`src/rtl/pataTimingPkg.sv`:
```
package pataTimingPkg;

  localparam int WORD_W         = 32;
  localparam int PULSE_W        = 4;
  localparam int SETUP_W        = 3;
  localparam int FLAG_W         = 4;

  localparam int DATA_INACT_LSB = 0;
  localparam int DATA_ACT_LSB   = 4;
  localparam int CMD_INACT_LSB  = 8;
  localparam int CMD_ACT_LSB    = 12;
  localparam int DATA_SETUP_LSB = 19;
  localparam int CMD_SETUP_LSB  = 22;
  localparam int FLAG_LSB       = 28;

  localparam int CNT_W = (PULSE_W > SETUP_W) ? PULSE_W : SETUP_W;

  typedef enum logic [1:0] {
    PH_IDLE    = 2'd0,
    PH_SETUP   = 2'd1,
    PH_ACTIVE  = 2'd2,
    PH_RECOVER = 2'd3
  } phase_e;

  typedef struct packed {
    logic captureWord;
    logic captureAccess;
    logic loadSetup;
    logic loadActive;
    logic loadInactive;
    logic countDown;
  } dpCtrl_t;

  typedef struct packed {
    logic [FLAG_W-1:0]  flags;
    logic [SETUP_W-1:0] cmdSetup;
    logic [SETUP_W-1:0] dataSetup;
    logic [PULSE_W-1:0] cmdAct;
    logic [PULSE_W-1:0] cmdInact;
    logic [PULSE_W-1:0] dataAct;
    logic [PULSE_W-1:0] dataInact;
  } timingFields_t;

  function automatic timingFields_t decodeWord(input logic [WORD_W-1:0] w);
    timingFields_t f;
    f.dataInact = w[DATA_INACT_LSB +: PULSE_W];
    f.dataAct   = w[DATA_ACT_LSB   +: PULSE_W];
    f.cmdInact  = w[CMD_INACT_LSB  +: PULSE_W];
    f.cmdAct    = w[CMD_ACT_LSB    +: PULSE_W];
    f.dataSetup = w[DATA_SETUP_LSB +: SETUP_W];
    f.cmdSetup  = w[CMD_SETUP_LSB  +: SETUP_W];
    f.flags     = w[FLAG_LSB       +: FLAG_W];
    return f;
  endfunction

endpackage

```
`src/rtl/pataTimingDatapath.sv`:
```
module pataTimingDatapath
  import pataTimingPkg::*;
#(
  parameter int NUM_DEV = 2,
  localparam int DEV_W = (NUM_DEV > 1) ? $clog2(NUM_DEV) : 1
) (
  input  logic                    clk,
  input  logic                    rst,
  input  dpCtrl_t                 ctrl,
  input  logic [WORD_W-1:0]       wordBank [NUM_DEV],
  input  logic [DEV_W-1:0]        reqDev,
  input  logic                    reqWrite,
  input  logic                    reqCmd,
  output logic                    cntZero,
  output logic                    isWrite,
  output logic [FLAG_W-1:0]       modeFlags
);

  timingFields_t selFields;
  timingFields_t heldFields;
  logic          isCmdQ;
  logic          isWriteQ;
  logic [CNT_W-1:0] cnt;
  logic          activeUsesCmd;
  logic [CNT_W-1:0] setupVal;
  logic [CNT_W-1:0] activeVal;
  logic [CNT_W-1:0] inactVal;

  always_comb begin
    selFields = decodeWord(wordBank[reqDev]);
  end

  assign setupVal      = reqCmd ? CNT_W'(selFields.cmdSetup) : CNT_W'(selFields.dataSetup);
  // in a burst the active count is loaded in the same edge that takes the new access kind
  assign activeUsesCmd = ctrl.captureAccess ? reqCmd : isCmdQ;
  assign activeVal     = activeUsesCmd ? CNT_W'(heldFields.cmdAct) : CNT_W'(heldFields.dataAct);
  assign inactVal      = isCmdQ ? CNT_W'(heldFields.cmdInact) : CNT_W'(heldFields.dataInact);

  always_ff @(posedge clk) begin
    if (rst) begin
      heldFields <= '0;
      isCmdQ     <= 1'b0;
      isWriteQ   <= 1'b0;
      cnt        <= '0;
    end else begin
      if (ctrl.captureWord) begin
        heldFields <= selFields;
      end
      if (ctrl.captureAccess) begin
        isCmdQ   <= reqCmd;
        isWriteQ <= reqWrite;
      end
      if (ctrl.loadSetup) begin
        cnt <= setupVal;
      end else if (ctrl.loadActive) begin
        cnt <= activeVal;
      end else if (ctrl.loadInactive) begin
        cnt <= inactVal;
      end else if (ctrl.countDown) begin
        cnt <= cnt - CNT_W'(1);
      end
    end
  end

  assign cntZero   = (cnt == '0);
  assign isWrite   = isWriteQ;
  assign modeFlags = heldFields.flags;

endmodule

```
`src/rtl/pataStrobeCtrl.sv`:
```
module pataStrobeCtrl
  import pataTimingPkg::*;
(
  input  logic    clk,
  input  logic    rst,
  input  logic    reqValid,
  input  logic    cntZero,
  output dpCtrl_t ctrl,
  output phase_e  phase,
  output logic    reqAck
);

  phase_e phaseNext;
  logic   burstArm;
  logic   burstArmNext;

  always_comb begin
    ctrl         = '0;
    phaseNext    = phase;
    burstArmNext = burstArm;
    unique case (phase)
      PH_IDLE: begin
        burstArmNext = 1'b0;
        if (reqValid) begin
          ctrl.captureAccess = 1'b1;
          if (burstArm) begin
            ctrl.loadActive = 1'b1;
            phaseNext       = PH_ACTIVE;
          end else begin
            ctrl.captureWord = 1'b1;
            ctrl.loadSetup   = 1'b1;
            phaseNext        = PH_SETUP;
          end
        end
      end
      PH_SETUP: begin
        if (cntZero) begin
          ctrl.loadActive = 1'b1;
          phaseNext       = PH_ACTIVE;
        end else begin
          ctrl.countDown = 1'b1;
        end
      end
      PH_ACTIVE: begin
        if (cntZero) begin
          ctrl.loadInactive = 1'b1;
          phaseNext         = PH_RECOVER;
        end else begin
          ctrl.countDown = 1'b1;
        end
      end
      PH_RECOVER: begin
        if (cntZero) begin
          burstArmNext = 1'b1;
          phaseNext    = PH_IDLE;
        end else begin
          ctrl.countDown = 1'b1;
        end
      end
      default: phaseNext = PH_IDLE;
    endcase
  end

  always_ff @(posedge clk) begin
    if (rst) begin
      phase    <= PH_IDLE;
      burstArm <= 1'b0;
    end else begin
      phase    <= phaseNext;
      burstArm <= burstArmNext;
    end
  end

  assign reqAck = (phase == PH_RECOVER) && cntZero;

endmodule

```
`src/rtl/pataStrobeTimer.sv`:
```
module pataStrobeTimer
  import pataTimingPkg::*;
(
  input  logic              clk,
  input  logic              rst,
  input  logic              reqValid,
  input  logic              reqWrite,
  input  logic              reqCmd,
  input  logic              reqDev,
  input  logic [WORD_W-1:0] timingWord0,
  input  logic [WORD_W-1:0] timingWord1,
  output logic              reqAck,
  output logic              rdStrobeN,
  output logic              wrStrobeN,
  output logic [FLAG_W-1:0] modeFlags
);

  localparam int NUM_DEV = 2;

  dpCtrl_t           ctrl;
  phase_e            phase;
  logic              cntZero;
  logic              isWrite;
  logic [WORD_W-1:0] wordBank [NUM_DEV];

  assign wordBank[0] = timingWord0;
  assign wordBank[1] = timingWord1;

  pataStrobeCtrl u_ctrl (
    .clk      (clk),
    .rst      (rst),
    .reqValid (reqValid),
    .cntZero  (cntZero),
    .ctrl     (ctrl),
    .phase    (phase),
    .reqAck   (reqAck)
  );

  pataTimingDatapath #(.NUM_DEV(NUM_DEV)) u_dp (
    .clk       (clk),
    .rst       (rst),
    .ctrl      (ctrl),
    .wordBank  (wordBank),
    .reqDev    (reqDev),
    .reqWrite  (reqWrite),
    .reqCmd    (reqCmd),
    .cntZero   (cntZero),
    .isWrite   (isWrite),
    .modeFlags (modeFlags)
  );

  assign rdStrobeN = !((phase == PH_ACTIVE) && !isWrite);
  assign wrStrobeN = !((phase == PH_ACTIVE) &&  isWrite);

endmodule

```
`config.mk`:
```
export PLATFORM = sky130hd
export DESIGN_NAME = pataStrobeTimer
export DESIGN_NICKNAME = d
export VERILOG_FILES = /design/src/rtl/pataTimingPkg.sv /design/src/rtl/pataTimingDatapath.sv /design/src/rtl/pataStrobeCtrl.sv /design/src/rtl/pataStrobeTimer.sv
export SDC_FILE = /design/constraint.sdc
export NUM_CORES = 1
export LEC_CHECK = 0
export ABC_AREA = 0
export BUFFER_PORTS_ARGS = -buffer_cell sky130_fd_sc_hd__buf_2
export CORE_AREA = 2 2 74 76
export CTS_CLUSTER_SIZE = 25
export DETAILED_ROUTE_END_ITERATION = 7
export DIE_AREA = 0 0 76 78
export PLACE_DENSITY = 0.62
export SETUP_SLACK_MARGIN = 0.3
export SLEW_MARGIN = 40
export SYNTH_ARGS = -nofsm -noshare
export SYNTH_HDL_FRONTEND = slang
export SYNTH_SLANG_ARGS = --single-unit
export TNS_END_PERCENT = 100
```
`constraint.sdc`:
```
create_clock -name clk -period 2.9 [get_ports clk]
set_clock_uncertainty 0.05 [all_clocks]
set_input_delay 0.145 -clock clk [delete_from_list [all_inputs] [get_ports clk]]
set_output_delay 0.145 -clock clk [all_outputs]
set_load 0.01 [all_outputs]
```
# ---- Yosys cells after proc, flatten, opt, wreduce, memory -nomap -nowiden
# Cells that the tools add are included.
dict set report classes {
  n_eq_ne 7
  n_reduce_logical 13
  addsub 1
  magnitude_cmp 1
  n_mux 28
  bitwise_logic 1
}
# op count
set op_table {}
lappend op_table {{32-bit two-way mux} 3}
lappend op_table {{4-bit two-way mux} 7}
lappend op_table {{2-bit two-way mux} 5}
lappend op_table {{1-bit two-way mux} 8}
lappend op_table {{2-bit case mux with 4 select lines} 1}
lappend op_table {{3-bit two-way mux} 2}
lappend op_table {{2-bit by 1-bit inequality test with 1-bit output (second input constant)} 3}
lappend op_table {{2-bit equality test (second input constant)} 2}
lappend op_table {{4-bit zero test} 1}
lappend op_table {{1-bit case mux with 2 select lines} 2}
lappend op_table {{4-bit AND reduction} 1}
lappend op_table {{4-bit nonzero test} 1}
lappend op_table {{4-bit by 1-bit subtractor with 4-bit output (second input constant)} 1}
lappend op_table {{1-bit logical AND} 3}
lappend op_table {{1-bit zero test} 3}
lappend op_table {{3-bit OR reduction} 1}
lappend op_table {{2-bit by 1-bit equality test with 1-bit output (second input constant)} 1}
lappend op_table {{2-bit >= comparator (second input constant)} 1}
lappend op_table {{2-bit zero test} 1}
lappend op_table {{2-bit inequality test (second input constant)} 1}
lappend op_table {{1-bit inverter with 2-bit output} 1}
lappend op_table {{2-bit AND reduction} 1}
lappend op_table {{2-bit nonzero test} 1}
dict set report word_totals {
  output_inout_bits 7
  input_bits 70
  wordCells 61
  register_bits 29
}

# ---- Depth between registers and ports, before layout
# Gate-level depths: netlist of the first run.
dict set report depth {
  depth_word 7
  depth_mapped 8
  ltp_nobuf 7
}

# ---- Modules after synthesis
# From an unflattened synthesis of the first run, not the netlist that was laid out.
dict set report unflattened {
  hier_cells 176
  hier_area_um2 1680.4
}
# mod cells_each n_inst area_each_um2
set by_module_without_submodules {}
lappend by_module_without_submodules {pataTimingDatapath 142 1 1398.8}
lappend by_module_without_submodules {pataStrobeCtrl 32 1 265.3}
lappend by_module_without_submodules {pataStrobeTimer 2 1 16.3}

# ---- Least setup slack after synthesis of the first run
# No wires, ideal clock.
dict set report synth_path {
  path_type {flip-flop to flip-flop}
  start {register u_ctrl.phase[0]}
  end {register u_dp.cnt[0]}
  setup_time_ps 75
  arrival_ps 1688
  slack_ps 1087
  path_stages_with_launch 8
  path_buffers 0
  cell_sequence {dfxtp_1 > inv_1 > ha_1 > nand2_2 > mux2i_4 > mux2i_1 > a221o_1 > o22ai_1}
}
dict set report synth_via {
  elab_chain_len 6
  word_cells_on_any_way 15
  classes_between {3 x eq/ne; 9 x mux; 3 x reduce/logical}
}
# item line_no
set synth_lines {}
lappend synth_lines {{start, declared} pataStrobeCtrl.sv:9} ;# output phase_e phase,
lappend synth_lines {{start signal, assigned} pataStrobeCtrl.sv:69} ;# phase <= phaseNext;
lappend synth_lines {{2-bit zero test} pataStrobeCtrl.sv:21} ;# unique case (phase)
lappend synth_lines {{3-bit two-way mux} pataStrobeCtrl.sv:21}
lappend synth_lines {{1-bit two-way mux} pataTimingDatapath.sv:35} ;# assign activeUsesCmd = ctrl.captureAccess ? reqCmd : isCmdQ;
lappend synth_lines {{4-bit two-way mux} pataTimingDatapath.sv:36} ;# assign activeVal = activeUsesCmd ? CNT_W'(heldFields.cmdAct) : CNT_W'(heldFields.dataAct);
lappend synth_lines {{4-bit two-way mux} pataTimingDatapath.sv:55} ;# end else if (ctrl.loadActive) begin
lappend synth_lines {{4-bit two-way mux} pataTimingDatapath.sv:53} ;# if (ctrl.loadSetup) begin
lappend synth_lines {{end signal, assigned} pataTimingDatapath.sv:54} ;# cnt <= setupVal;
lappend synth_lines {{end signal, assigned} pataTimingDatapath.sv:56} ;# cnt <= activeVal;
lappend synth_lines {{end signal, assigned} pataTimingDatapath.sv:58} ;# cnt <= inactVal;
lappend synth_lines {{end, declared} pataTimingDatapath.sv:23} ;# logic [CNT_W-1:0] cnt;
# Parallel ways exist; a longest one is shown, timed or not.
# A chain may end at the register's enable or synchronous reset.

# ---- Final worst setup path of the first run
# Same ends and word-level chain as after synthesis.

==> out/qor.txt, run 1 <==
Result of the run: finished clean
Proportion of synthesized flip-flops having asynchronous set or reset: 0
Non-filler instance count after layout: 317
Standard cell core area: 0.00504 mm²
Number of instances resized during post-cts repair: 0
Post-layout util: 0.437
Synthesized area per cell: 9.22 µm²
Total routing resource utilization after global routing: 0.134
Number of flops mapped to enable cells by yosys: 0
Post CTS Setup Buffer Count: 0
Post-layout nets: 322
Dominant synthesized flop cell: sky130_fd_sc_hd__dfxtp_1
Startpoint type of the worst setup path: flop
Drt via density: 4.82
Final count of negative-setup-slack endpoints: 0
Total count of hold-check failures in the final report: 0
Worst endpoint required time: 3.05 ns
Cell count after synthesis: 191
Post-layout power: 1.79 mW
Root Driver: sky130_fd_sc_hd__clkbuf_8
Routability cong.: 0.769
# clock sinks: 29
Period utilization: 0.693
Area of the multi-input gates: 0.00105 mm²
Yosys warns: 0
Worst slack, placed: 0.887 ns
Count of buffering cells on the critical path with inverters included: 1
Routed wire length: 3730 µm
Fmax: 0.498 GHz
Cell Area, Synth: 0.00176 mm²
Fin Setup TNS: 0 ns
Number of iterations in the first detailed-routing pass: 4
Largest net degree at the start of global routing: 31
Share of cells above drive strength 1: 0.356
RSZ-0062 raised after global routing: false
Post-layout worst setup margin: 0.891 ns
Width of the die: 76 µm
H-tree depth: 2
Fill cell instance count of the final layout: 511
Clock period minus final worst setup slack: 2.01 ns
Row count: 26
Slowest stage cell, crit path: sky130_fd_sc_hd__dfxtp_1
Least-Margin Pin Slew: 0.628 ns
# hold bufs at CTS: 0
Maximum capacitance violations: 0
Placed Cells incl. Taps: 309
Layout Area Growth over Synthesis: 25.2%
CP delay by family, top: multiplexers
Worst path cell trace: inv_1 > ha_1 > nand2_2 > mux2i_4 > mux2i_1 > a221o_1 > o22ai_1
Total die area: 0.00593 mm²
Clock buffer depth: 2
Starting density of the core: 0.349
Synth Register Bits: 29
LEAKAGE: 0.989 nW
Remaining design rule violation count: 0
Input/output buffers: 64
Worst slew margin: 0.582
First-iteration detailed-routing DRC count: 50
Initial antenna violation count: 0
Power density over the cells: 811 mW/mm²
Number of antenna cells inserted: 0
Path category of the worst min-delay check: in2reg
ANT nets after route: 0
Sequential area share after synthesis: 0.330
Post-route worst hold slack: 0.0765 ns
Vias in the first global route: 1433
Library cells used by synthesis: 37
Data arrival at the endpoint of the critical path: 2.16 ns
Clock tree from TritonCTS: built
Total vias in the final route: 1529
Total area of sequential cells: 581 µm²
Wire per inst: 11.8 µm
Overflow left after global routing: 0
Finished layout cell area: 0.00220 mm²
Critical path class: reg2reg
Max-slew violation count: 0
Clock slew at the register clock pins of the worst setup and hold paths: 0.06 ns
Vertical extent of the die: 78 µm
Largest fanout on the critical path: 6
Ports: 77
Maximum resistive drop on vdd: 0.347 mV
Skew-Pair Late Insertion Delay: 0.27 ns
Number of buffers inserted during clock tree synthesis: 5
Delay of the slowest cell on the worst path: 0.43 ns
Element type at the critical path end: flop
Wire length of the first global-routing pass: 6490 µm
Syn nets: 267
DP Area: 0.00209 mm²
HPWL after detailed placement: 2940 µm
==> power by group <==
| group | internal (mW) | switching, mW |
|---|---|---|
| clock | 0.280 | 0.151 |
| combinational | 0.345 | 0.415 |
| sequential | 0.513 | 0.0853 |
==> state kept, by name, summed over array words and instances (netlist names) <==
register,flops
u_ctrl.phase,2
u_dp.heldFields,16
u_ctrl.burstArm,1
u_dp.modeFlags,4
u_dp.isWrite,1
u_dp.isCmdQ,1
u_dp.cnt,4
==> final timing paths <==
| check | cells past startpoint | to | startpoint | slack (ns) |
|---|---|---|---|---|
| min | 3 | u_dp.isWrite | reqWrite | 0.08 |
| max reg2reg | 7 | u_dp.cnt[0] | u_ctrl.phase[0] | 0.89 |
| max | 7 | u_dp.cnt[0] | u_ctrl.phase[0] | 0.89 |
| min reg2reg | 2 | u_dp.isWrite | u_dp.isWrite | 0.43 |
==> layout by cell type, fill, tap and decap left out, types with 2 or more instances in the layout <==
cell type / instances
sky130_fd_sc_hd__buf_2: 64
sky130_fd_sc_hd__dfxtp_1: 29
sky130_fd_sc_hd__mux2i_1: 28
sky130_fd_sc_hd__nor2_1: 26
sky130_fd_sc_hd__a211oi_1: 21
sky130_fd_sc_hd__nand2_1: 8
sky130_fd_sc_hd__a21oi_1: 8
sky130_fd_sc_hd__inv_1: 7
sky130_fd_sc_hd__o21ai_0: 6
sky130_fd_sc_hd__ha_1: 6
sky130_fd_sc_hd__clkbuf_8: 6
sky130_fd_sc_hd__mux4_2: 3
sky130_fd_sc_hd__nor3b_4: 2
sky130_fd_sc_hd__nand2b_1: 2
sky130_fd_sc_hd__nor3_1: 2
sky130_fd_sc_hd__o22ai_1: 2
sky130_fd_sc_hd__a21oi_2: 2
sky130_fd_sc_hd__nand3_1: 2
sky130_fd_sc_hd__nand2_2: 2
sky130_fd_sc_hd__a221o_1: 2
sky130_fd_sc_hd__buf_4: 2
==> worst register-to-register path, cell delays in order (launching register included) <==
cell	delay, ns
sky130_fd_sc_hd__dfxtp_1	0.43
sky130_fd_sc_hd__inv_1	0.13
sky130_fd_sc_hd__ha_1	0.27
sky130_fd_sc_hd__nand2_2	0.13
sky130_fd_sc_hd__mux2i_4	0.33
sky130_fd_sc_hd__mux2i_1	0.14
sky130_fd_sc_hd__a221o_1	0.30
sky130_fd_sc_hd__o22ai_1	0.15
==> Yosys cell counts (3+ instances only) <==
| cell | number | area (µm²) |
|---|---|---|
| sky130_fd_sc_hd__dfxtp_1 | 29 | 581 |
| sky130_fd_sc_hd__nor2_1 | 26 | 97.6 |
| sky130_fd_sc_hd__ha_1 | 6 | 75.1 |
| sky130_fd_sc_hd__a21oi_1 | 8 | 40.0 |
| sky130_fd_sc_hd__clkbuf_1 | 8 | 30.0 |
| sky130_fd_sc_hd__nand2_1 | 8 | 30.0 |
| sky130_fd_sc_hd__buf_2 | 5 | 25.0 |
| sky130_fd_sc_hd__buf_4 | 4 | 30.0 |
| sky130_fd_sc_hd__mux4_2 | 3 | 67.6 |
| sky130_fd_sc_hd__inv_1 | 7 | 26.3 |
| sky130_fd_sc_hd__o21ai_0 | 6 | 30.0 |
| sky130_fd_sc_hd__a211oi_1 | 21 | 158 |
| sky130_fd_sc_hd__mux2i_1 | 28 | 280 |
==> layer usage <==
metal  routed length (µm)  GRT usage
met5                    0          0
met2                 1800      0.225
met1                 1700      0.169
met3                  188     0.0372
met4                   34     0.0364
==> cells by family after synthesis <==
kind of cell             after synthesis  share of synthesized area
buffers and inverters                 26                     0.0718
flip-flops                            29                      0.330
AND/OR/NAND/NOR                       47                      0.132
adder cells (fa/ha/maj)                6                     0.0426
AO/OA/AOI/OAI                         50                      0.207
multiplexers                          33                      0.217
==> area by class of cell <==
class | count | area share
Sequential cell | 29 | 0.263
Timing Repair Buffer | 66 | 0.152
Clock buffer | 7 | 0.0392
Multi-Input combinational cell | 136 | 0.478
Tap cell | 70 | 0.0398
Clock inverter | 1 | 0.0136
Inverter | 8 | 0.0136
Power figures use the tool's default switching activity.
==> run 2: changes to the inputs <==
--- a/config.mk
+++ b/config.mk
@@ -5,7 +5,7 @@
 export SDC_FILE = /design/constraint.sdc
 export NUM_CORES = 1
 export LEC_CHECK = 0
-export ABC_AREA = 0
+export ABC_AREA = 1
 export BUFFER_PORTS_ARGS = -buffer_cell sky130_fd_sc_hd__buf_2
 export CORE_AREA = 2 2 74 76
 export CTS_CLUSTER_SIZE = 25
==> constraint.sdc (replaced) <==
create_clock -name clk -period 2 [get_ports clk]
set_clock_uncertainty 0.05 [all_clocks]
set_input_delay 0.1 -clock clk [delete_from_list [all_inputs] [get_ports clk]]
set_output_delay 0.1 -clock clk [all_outputs]
set_load 0.01 [all_outputs]
==> run 2 against run 1 <==
Net effect: worst setup slack got worse by 0.49 ns; non-clock buffer count increased by 5; combinational power increased by 69%.
==> out/qor.txt, run 2 <==
Wire length of the first global-routing pass: 7630 µm
Post-layout power: 2.72 mW
Fill cell instance count of the final layout: 521
Row count: 26
Number of iterations in the first detailed-routing pass: 4
Result of the run: finished clean
Worst slew margin: 0.616
Reg2Reg Launch Point: u_ctrl.phase[0]
Routability cong.: 0.877
Fraction of power consumed by combinational cells: 0.471
Switching portion of total power: 0.401
Syn nets: 339
Vertical extent of the die: 78 µm
Most frequently used cell type in the post-synthesis netlist: sky130_fd_sc_hd__nand2_1
Routed wire length: 4530 µm
Worst path cell trace: inv_2 > ha_4 > nand2_4 > nor2_4 > inv_2 > nand3_1 > nor2_2 > nor2_1 > nand2_1 > a21oi_2
Standard cell core area: 0.00504 mm²
Number of flip-flops under the largest register name: 16
Ports: 77
Root Driver: sky130_fd_sc_hd__clkbuf_8
Sequential area share after synthesis: 0.336
Fin Setup TNS: 0 ns
Clock period minus final worst setup slack: 1.60 ns
Cell count after synthesis: 263
Path category of the worst min-delay check: in2reg
Stages on worst setup path: 10
HPWL after detailed placement: 3310 µm
Final count of negative-setup-slack endpoints: 0
Vias in the first global route: 1797
H-tree depth: 2
FF-to-FF path depth: 10
Overflow left after global routing: 0
Maximum capacitance violations: 0
RR Endpoint: u_dp.cnt[0]
Commonest cells after routing, fill and taps aside: 79 x sky130_fd_sc_hd__nand2_1, 64 x sky130_fd_sc_hd__buf_2, 36 x sky130_fd_sc_hd__o21ai_0
Largest fanout on the critical path: 7
Largest net degree at the start of global routing: 28
RSZ-0062 raised after global routing: true
CP delay by family, top: simple AND/OR/NAND/NOR gates
Delay of the slowest cell on the worst path: 0.37 ns
Skew-Pair Late Insertion Delay: 0.29 ns
Critical path class: reg2reg
# clock sinks: 29
Initial antenna violation count: 0
Proportion of synthesized flip-flops having asynchronous set or reset: 0
Clock share of power: 0.199
Post-layout nets: 402
Wire per inst: 11.4 µm
Period utilization: 0.799
Startpoint type of the worst setup path: flop
Register name with the most flops: u_dp.heldFields
Most frequent CP cell: sky130_fd_sc_hd__inv_2
Flop pwr share: 0.330
Post-synth top area cell: sky130_fd_sc_hd__dfxtp_1
Total die area: 0.00593 mm²
Synthesized area per cell: 6.56 µm²
Number of antenna cells inserted: 0
Total vias in the final route: 1906
Yosys warns: 0
Worst hold stages: 2
Element type at the critical path end: flop
Fraction of synthesized cell area taken by the top area cell type: 0.336
Cell Area, Synth: 0.00173 mm²
Count of buffering cells on the critical path with inverters included: 2
Clock buffer depth: 2
Timing endpoint of the critical path: u_dp.cnt[0]
Width of the die: 76 µm
Fmax: 0.626 GHz
Clock slew at the register clock pins of the worst setup and hold paths: 0.07 ns
Max-slew violation count: 0
Library cells used by synthesis: 30
Least-Margin Pin Slew: 0.575 ns
First-iteration detailed-routing DRC count: 82
Synth Register Bits: 29
Dominant synthesized flop cell: sky130_fd_sc_hd__dfxtp_1
Layout Area Growth over Synthesis: 31.8%
Input/output buffers: 64
Slowest stage cell, crit path: sky130_fd_sc_hd__dfxtp_4
Total count of hold-check failures in the final report: 0
Power density over the cells: 1200 mW/mm²
LEAKAGE: 1.06 nW
Number of buffers inserted during clock tree synthesis: 5
Post-route worst hold slack: 0.0162 ns
Number of flops mapped to enable cells by yosys: 0
Internal portion of total power: 1.63 mW
Data arrival at the endpoint of the critical path: 1.77 ns
Drt via density: 4.80
Remaining design rule violation count: 0
Clock tree from TritonCTS: built
Total net switching power: 1.09 mW
Worst setup startpoint: u_ctrl.phase[0]
Top cells by area, synth: sky130_fd_sc_hd__dfxtp_1 34%, sky130_fd_sc_hd__nand2_1 17%, sky130_fd_sc_hd__o21ai_0 10%
Starting density of the core: 0.342
Worst endpoint required time: 2.17 ns
Minimum setup slack among reg-to-reg paths: 0.40 ns
Share of cells above drive strength 1: 0.297
Most common cell after layout, fill and taps aside: sky130_fd_sc_hd__nand2_1
Top post-synthesis cells by count: 80 x sky130_fd_sc_hd__nand2_1, 36 x sky130_fd_sc_hd__o21ai_0, 29 x sky130_fd_sc_hd__dfxtp_1, 20 x sky130_fd_sc_hd__a31oi_1, 18 x sky130_fd_sc_hd__nor2_1
Maximum resistive drop on vdd: 0.483 mV
Total routing resource utilization after global routing: 0.159
ANT nets after route: 0
[run 2: changes by cell type in the layout (fill, tap and decap cells not counted), moves of 3 or more]
cell,before,now
sky130_fd_sc_hd__a211oi_1,21,0
sky130_fd_sc_hd__a31oi_1,0,20
sky130_fd_sc_hd__inv_1,7,14
sky130_fd_sc_hd__inv_2,1,5
sky130_fd_sc_hd__mux2i_1,28,0
sky130_fd_sc_hd__mux4_2,3,0
sky130_fd_sc_hd__nand2_1,8,79
sky130_fd_sc_hd__nand3_1,2,13
sky130_fd_sc_hd__nor2_1,26,17
sky130_fd_sc_hd__nor2_2,0,3
sky130_fd_sc_hd__o21ai_0,6,36
[run 2: worst min path at each step]
stage / endpoint / from
floorplan: u_dp.cnt[0] / rst
global placement: u_dp.cnt[0] / rst
finish: u_dp.cnt[0] / rst
CTS: u_dp.cnt[0] / rst
global route: u_dp.cnt[0] / rst
detailed placement: u_dp.cnt[0] / rst
[run 2: area by class of cell]
class / instances / area (µm²) / share of cell area
flip-flops and latches: 29 / 586 / 0.258
clock inverters: 1 / 5.00 / 0.00220
well taps: 70 / 87.6 / 0.0385
multi-input cells: 199 / 1020 / 0.447
clock buffers: 7 / 96.3 / 0.0424
inverters: 20 / 75.1 / 0.0330
repair buffers: 71 / 407 / 0.179
[run 2: per-layer routing]
layer	vias to the layer above	track usage	part of all wire	wire [µm]
li1	1006	-	-	-
met4	0	0.0836	0.021	93
met1	860	0.176	0.44	2010
met5	-	0	0	0
met2	33	0.287	0.50	2260
met3	7	0.0337	0.037	169
[run 2: power by group through the flow]
stage | Clock, mW | Combinational (mW) | Sequential [mW]
floorplan | 0 | 0.899 | 0.861
global placement | 0 | 1.13 | 0.894
detailed placement | 0 | 1.14 | 0.896
CTS | 0.553 | 1.16 | 0.888
global route | 0.578 | 1.47 | 0.925
finish | 0.541 | 1.28 | 0.897
[run 2: kinds of logic (layout without fill, tap and decap cells)]
logic type / after synthesis / in the layout / share of synthesized area
xor gates and xnor gates: 1 / 1 / 0.00508
adders and majority gates: 6 / 6 / 0.0435
DFF: 29 / 29 / 0.336
and+or+nand+nor: 120 / 120 / 0.292
buffers and inverters: 35 / 99 / 0.0885
AOI/OAI and AO/OA: 72 / 72 / 0.235
[run 2: timing repair]
item	CTS	global route
gates cloned	0	1
endpoints found under the setup margin	17	24
setup buffers	0	3
gates resized for setup	2	13
pin swaps	0	1
hold buffers	0	0
[run 2: through the flow]
step | area [µm²] | worst slack, ns | cells | utilization
after CTS | 2180 | 0.318 | 393 | 0.433
after global routing | 2270 | 0.280 | 397 | 0.451
after floorplan | 1730 | 0.492 | 263 | -
after detailed placement | 2080 | 0.265 | 385 | 0.412
final | 2270 | 0.403 | 397 | 0.451
after global placement | 2080 | 0.284 | 385 | 0.412
==> run 3: changes to the inputs <==
==> constraint.sdc (replaced) <==
create_clock -name clk -period 1.7 [get_ports clk]
set_clock_uncertainty 0.05 [all_clocks]
set_input_delay 0.085 -clock clk [delete_from_list [all_inputs] [get_ports clk]]
set_output_delay 0.085 -clock clk [all_outputs]
set_load 0.01 [all_outputs]
==> run 3 against run 2 <==
Net effect: the flow now finishes with violations (hold timing); power is 47% higher; combinational power is 71% higher; clock power is 36% higher; sequential power is 20% higher; maximum frequency is 6.4% higher; non-clock buffer count is 18 higher; cell count is 4.8% higher; routed wire length is 21% higher; via count is 7.6% higher; flip-flop and latch count stayed put; critical path type unchanged; critical endpoint is now u_dp.heldFields[12].
==> out/qor.txt, run 3 (synthesis gave the netlist of run 2 again) <==
Initial antenna violation count: 0
Commonest cells after routing, fill and taps aside: 76 x sky130_fd_sc_hd__nand2_1, 64 x sky130_fd_sc_hd__buf_2, 28 x sky130_fd_sc_hd__o21ai_0
Drt via density: 4.93
Worst slew margin: 0.834
HPWL after detailed placement: 3270 µm
Fraction of met2 tracks used by global routing: 0.316
Wire per inst: 13.2 µm
# clock sinks: 29
Slowest stage cell, crit path: sky130_fd_sc_hd__dfxtp_4
Count of buffering cells on the critical path with inverters included: 4
Fin Setup TNS: 0 ns
Clock slew at the register clock pins of the worst setup and hold paths: 0.07 ns
Delay of the slowest cell on the worst path: 0.37 ns
FF-to-FF path depth: 8
Reg2Reg Launch Point: u_ctrl.phase[1]
Maximum resistive drop on vdd: 0.650 mV
Post-route worst hold slack: -0.00142 ns
Layout Area Growth over Synthesis: 59.5%
Critical path class: reg2reg
Worst hold stages: 2
Endpoint of the worst hold-timing path: u_dp.cnt[0]
Row count: 26
Number of flip-flops under the largest register name: 16
Skew-Pair Late Insertion Delay: 0.29 ns
Register name with the most flops: u_dp.heldFields
Overflow left after global routing: 0
Most common cell after layout, fill and taps aside: sky130_fd_sc_hd__nand2_1
Routed wire length: 5470 µm
Post-layout nets: 421
Max-slew violation count: 0
Largest net degree at the start of global routing: 22
Input/output buffers: 64
Maximum capacitance violations: 0
Root Driver: sky130_fd_sc_hd__clkbuf_8
Highest-utilization routing layer at the global route stage: met2
Data arrival at the endpoint of the critical path: 1.63 ns
Power density over the cells: 1460 mW/mm²
Number of buffers inserted during clock tree synthesis: 5
Total count of hold-check failures in the final report: 1
Starting density of the core: 0.342
Largest fanout on the critical path: 10
Element type at the critical path end: flop
Wire length of the first global-routing pass: 8200 µm
Least-Margin Pin Slew: 0.247 ns
Met1 capacity usage during global routing: 0.190
Worst endpoint required time: 1.83 ns
CP delay by family, top: buffers and inverters
Minimum setup slack among reg-to-reg paths: 0.20 ns
Routability cong.: 0.862
Remaining design rule violation count: 0
Total vias in the final route: 2051
Clock buffer depth: 2
Clock tree from TritonCTS: built
ANT nets after route: 0
Clock period minus final worst setup slack: 1.50 ns
Total routing resource utilization after global routing: 0.171
Period utilization: 0.883
Ports: 77
First-iteration detailed-routing DRC count: 93
Failing checks: hold timing
Path category of the worst min-delay check: in2reg
Share of cells above drive strength 1: 0.387
Startpoint of the lowest-slack hold path: rst
Startpoint type of the worst setup path: flop
H-tree depth: 2
GR Util met3: 0.0395
RR Endpoint: u_dp.heldFields[12]
Fmax: 0.666 GHz
Width of the die: 76 µm
Vias in the first global route: 1924
RSZ-0062 raised after global routing: true
Number of antenna cells inserted: 0
Result of the run: complete, but fails checks
Total die area: 0.00593 mm²
Number of iterations in the first detailed-routing pass: 4
Final count of negative-setup-slack endpoints: 0
Worst path cell trace: inv_6 > ha_4 > nand2_4 > nor2_4 > buf_6 > buf_8 > clkbuf_16 > a31oi_1
Standard cell core area: 0.00504 mm²
Vertical extent of the die: 78 µm
LEAKAGE: 1.22 nW
==> run 3: changes by cell type in the layout (fill, tap and decap cells not counted), moves of 3 or more <==
| cell | delta |
|---|---|
| sky130_fd_sc_hd__nand2_1 | -3 |
| sky130_fd_sc_hd__ha_4 | +4 |
| sky130_fd_sc_hd__clkbuf_16 | +3 |
| sky130_fd_sc_hd__a31oi_1 | -7 |
| sky130_fd_sc_hd__ha_1 | -3 |
| sky130_fd_sc_hd__buf_4 | +9 |
| sky130_fd_sc_hd__o21ai_0 | -8 |
| sky130_fd_sc_hd__dlygate4sd3_1 | +4 |
| sky130_fd_sc_hd__a31oi_4 | +7 |
| sky130_fd_sc_hd__o21ai_1 | +7 |
==> run 3: layer usage <==
| layer | vias up | routed length (µm) |
|---|---|---|
| li1 | 1044 | - |
| met1 | 951 | 2330 |
| met2 | 47 | 2850 |
| met3 | 9 | 194 |
| met4 | 0 | 99 |
| met5 | - | 0 |
==> run 3: what timing repair did <==
item | 4_1_cts | 5_1_grt
buffers inserted | 5 | 7
endpoints found under the hold margin | 3 | 0
hold buffers | 4 | 0
gates resized for setup | 28 | 29
cloned | 2 | 4
endpoints found under the setup margin | 29 | 27
pin swaps | 4 | 9
==> run 3: power breakdown <==
group | internal, mW | switching [mW] | leakage, nW | total [mW]
Clock | 0.438 | 0.299 | 0.0543 | 0.737
Sequential | 0.908 | 0.173 | 0.241 | 1.08
Combinational | 1.04 | 1.16 | 0.925 | 2.19
Total | 2.38 | 1.63 | 1.22 | 4.01
==> run 3: through the flow <==
step	power [mW]	cell area [µm²]	instances	worst slack, ns	utilization
3_3_place_gp	2.42	2110	386	0.159	0.418
5_1_grt	4.30	2750	416	0.157	0.546
2_1_floorplan	2.09	1740	263	0.302	-
4_1_cts	3.51	2440	405	0.280	0.484
3_5_place_dp	2.41	2110	386	0.150	0.418
6_report	4.01	2750	416	0.198	0.546
==> run 3: area by class of cell <==
class / instances / area, µm²
clock buffer: 5 / 68.8
multi-input combinational: 200 / 1240
tap: 70 / 87.6
fill: 496 / 2290
clock inverter: 3 / 46.3
inverter: 20 / 85.1
timing repair buffer: 89 / 632
sequential: 29 / 589
==> run 3: how the worst max path moves through the flow <==
stage | from | endpoint | slack (ns) | depth (start not counted)
floorplan | u_ctrl.phase[0] | u_dp.cnt[0] | 0.30 | 10
global placement | u_ctrl.phase[0] | u_dp.cnt[3] | 0.16 | 10
detailed placement | u_ctrl.phase[0] | u_dp.cnt[3] | 0.15 | 10
CTS | u_ctrl.phase[0] | u_dp.cnt[0] | 0.28 | 10
global route | u_ctrl.phase[1] | u_dp.modeFlags[0] | 0.16 | 8
finish | u_ctrl.phase[1] | u_dp.heldFields[12] | 0.20 | 8
==> run 3: worst register-to-register path, stage by stage (launching register included) <==
cell and delay [ns]:
sky130_fd_sc_hd__dfxtp_4 0.37, sky130_fd_sc_hd__inv_6 0.08, sky130_fd_sc_hd__ha_4 0.15, sky130_fd_sc_hd__nand2_4 0.06, sky130_fd_sc_hd__nor2_4 0.16, sky130_fd_sc_hd__buf_6 0.16
sky130_fd_sc_hd__buf_8 0.13, sky130_fd_sc_hd__clkbuf_16 0.16, sky130_fd_sc_hd__a31oi_1 0.07
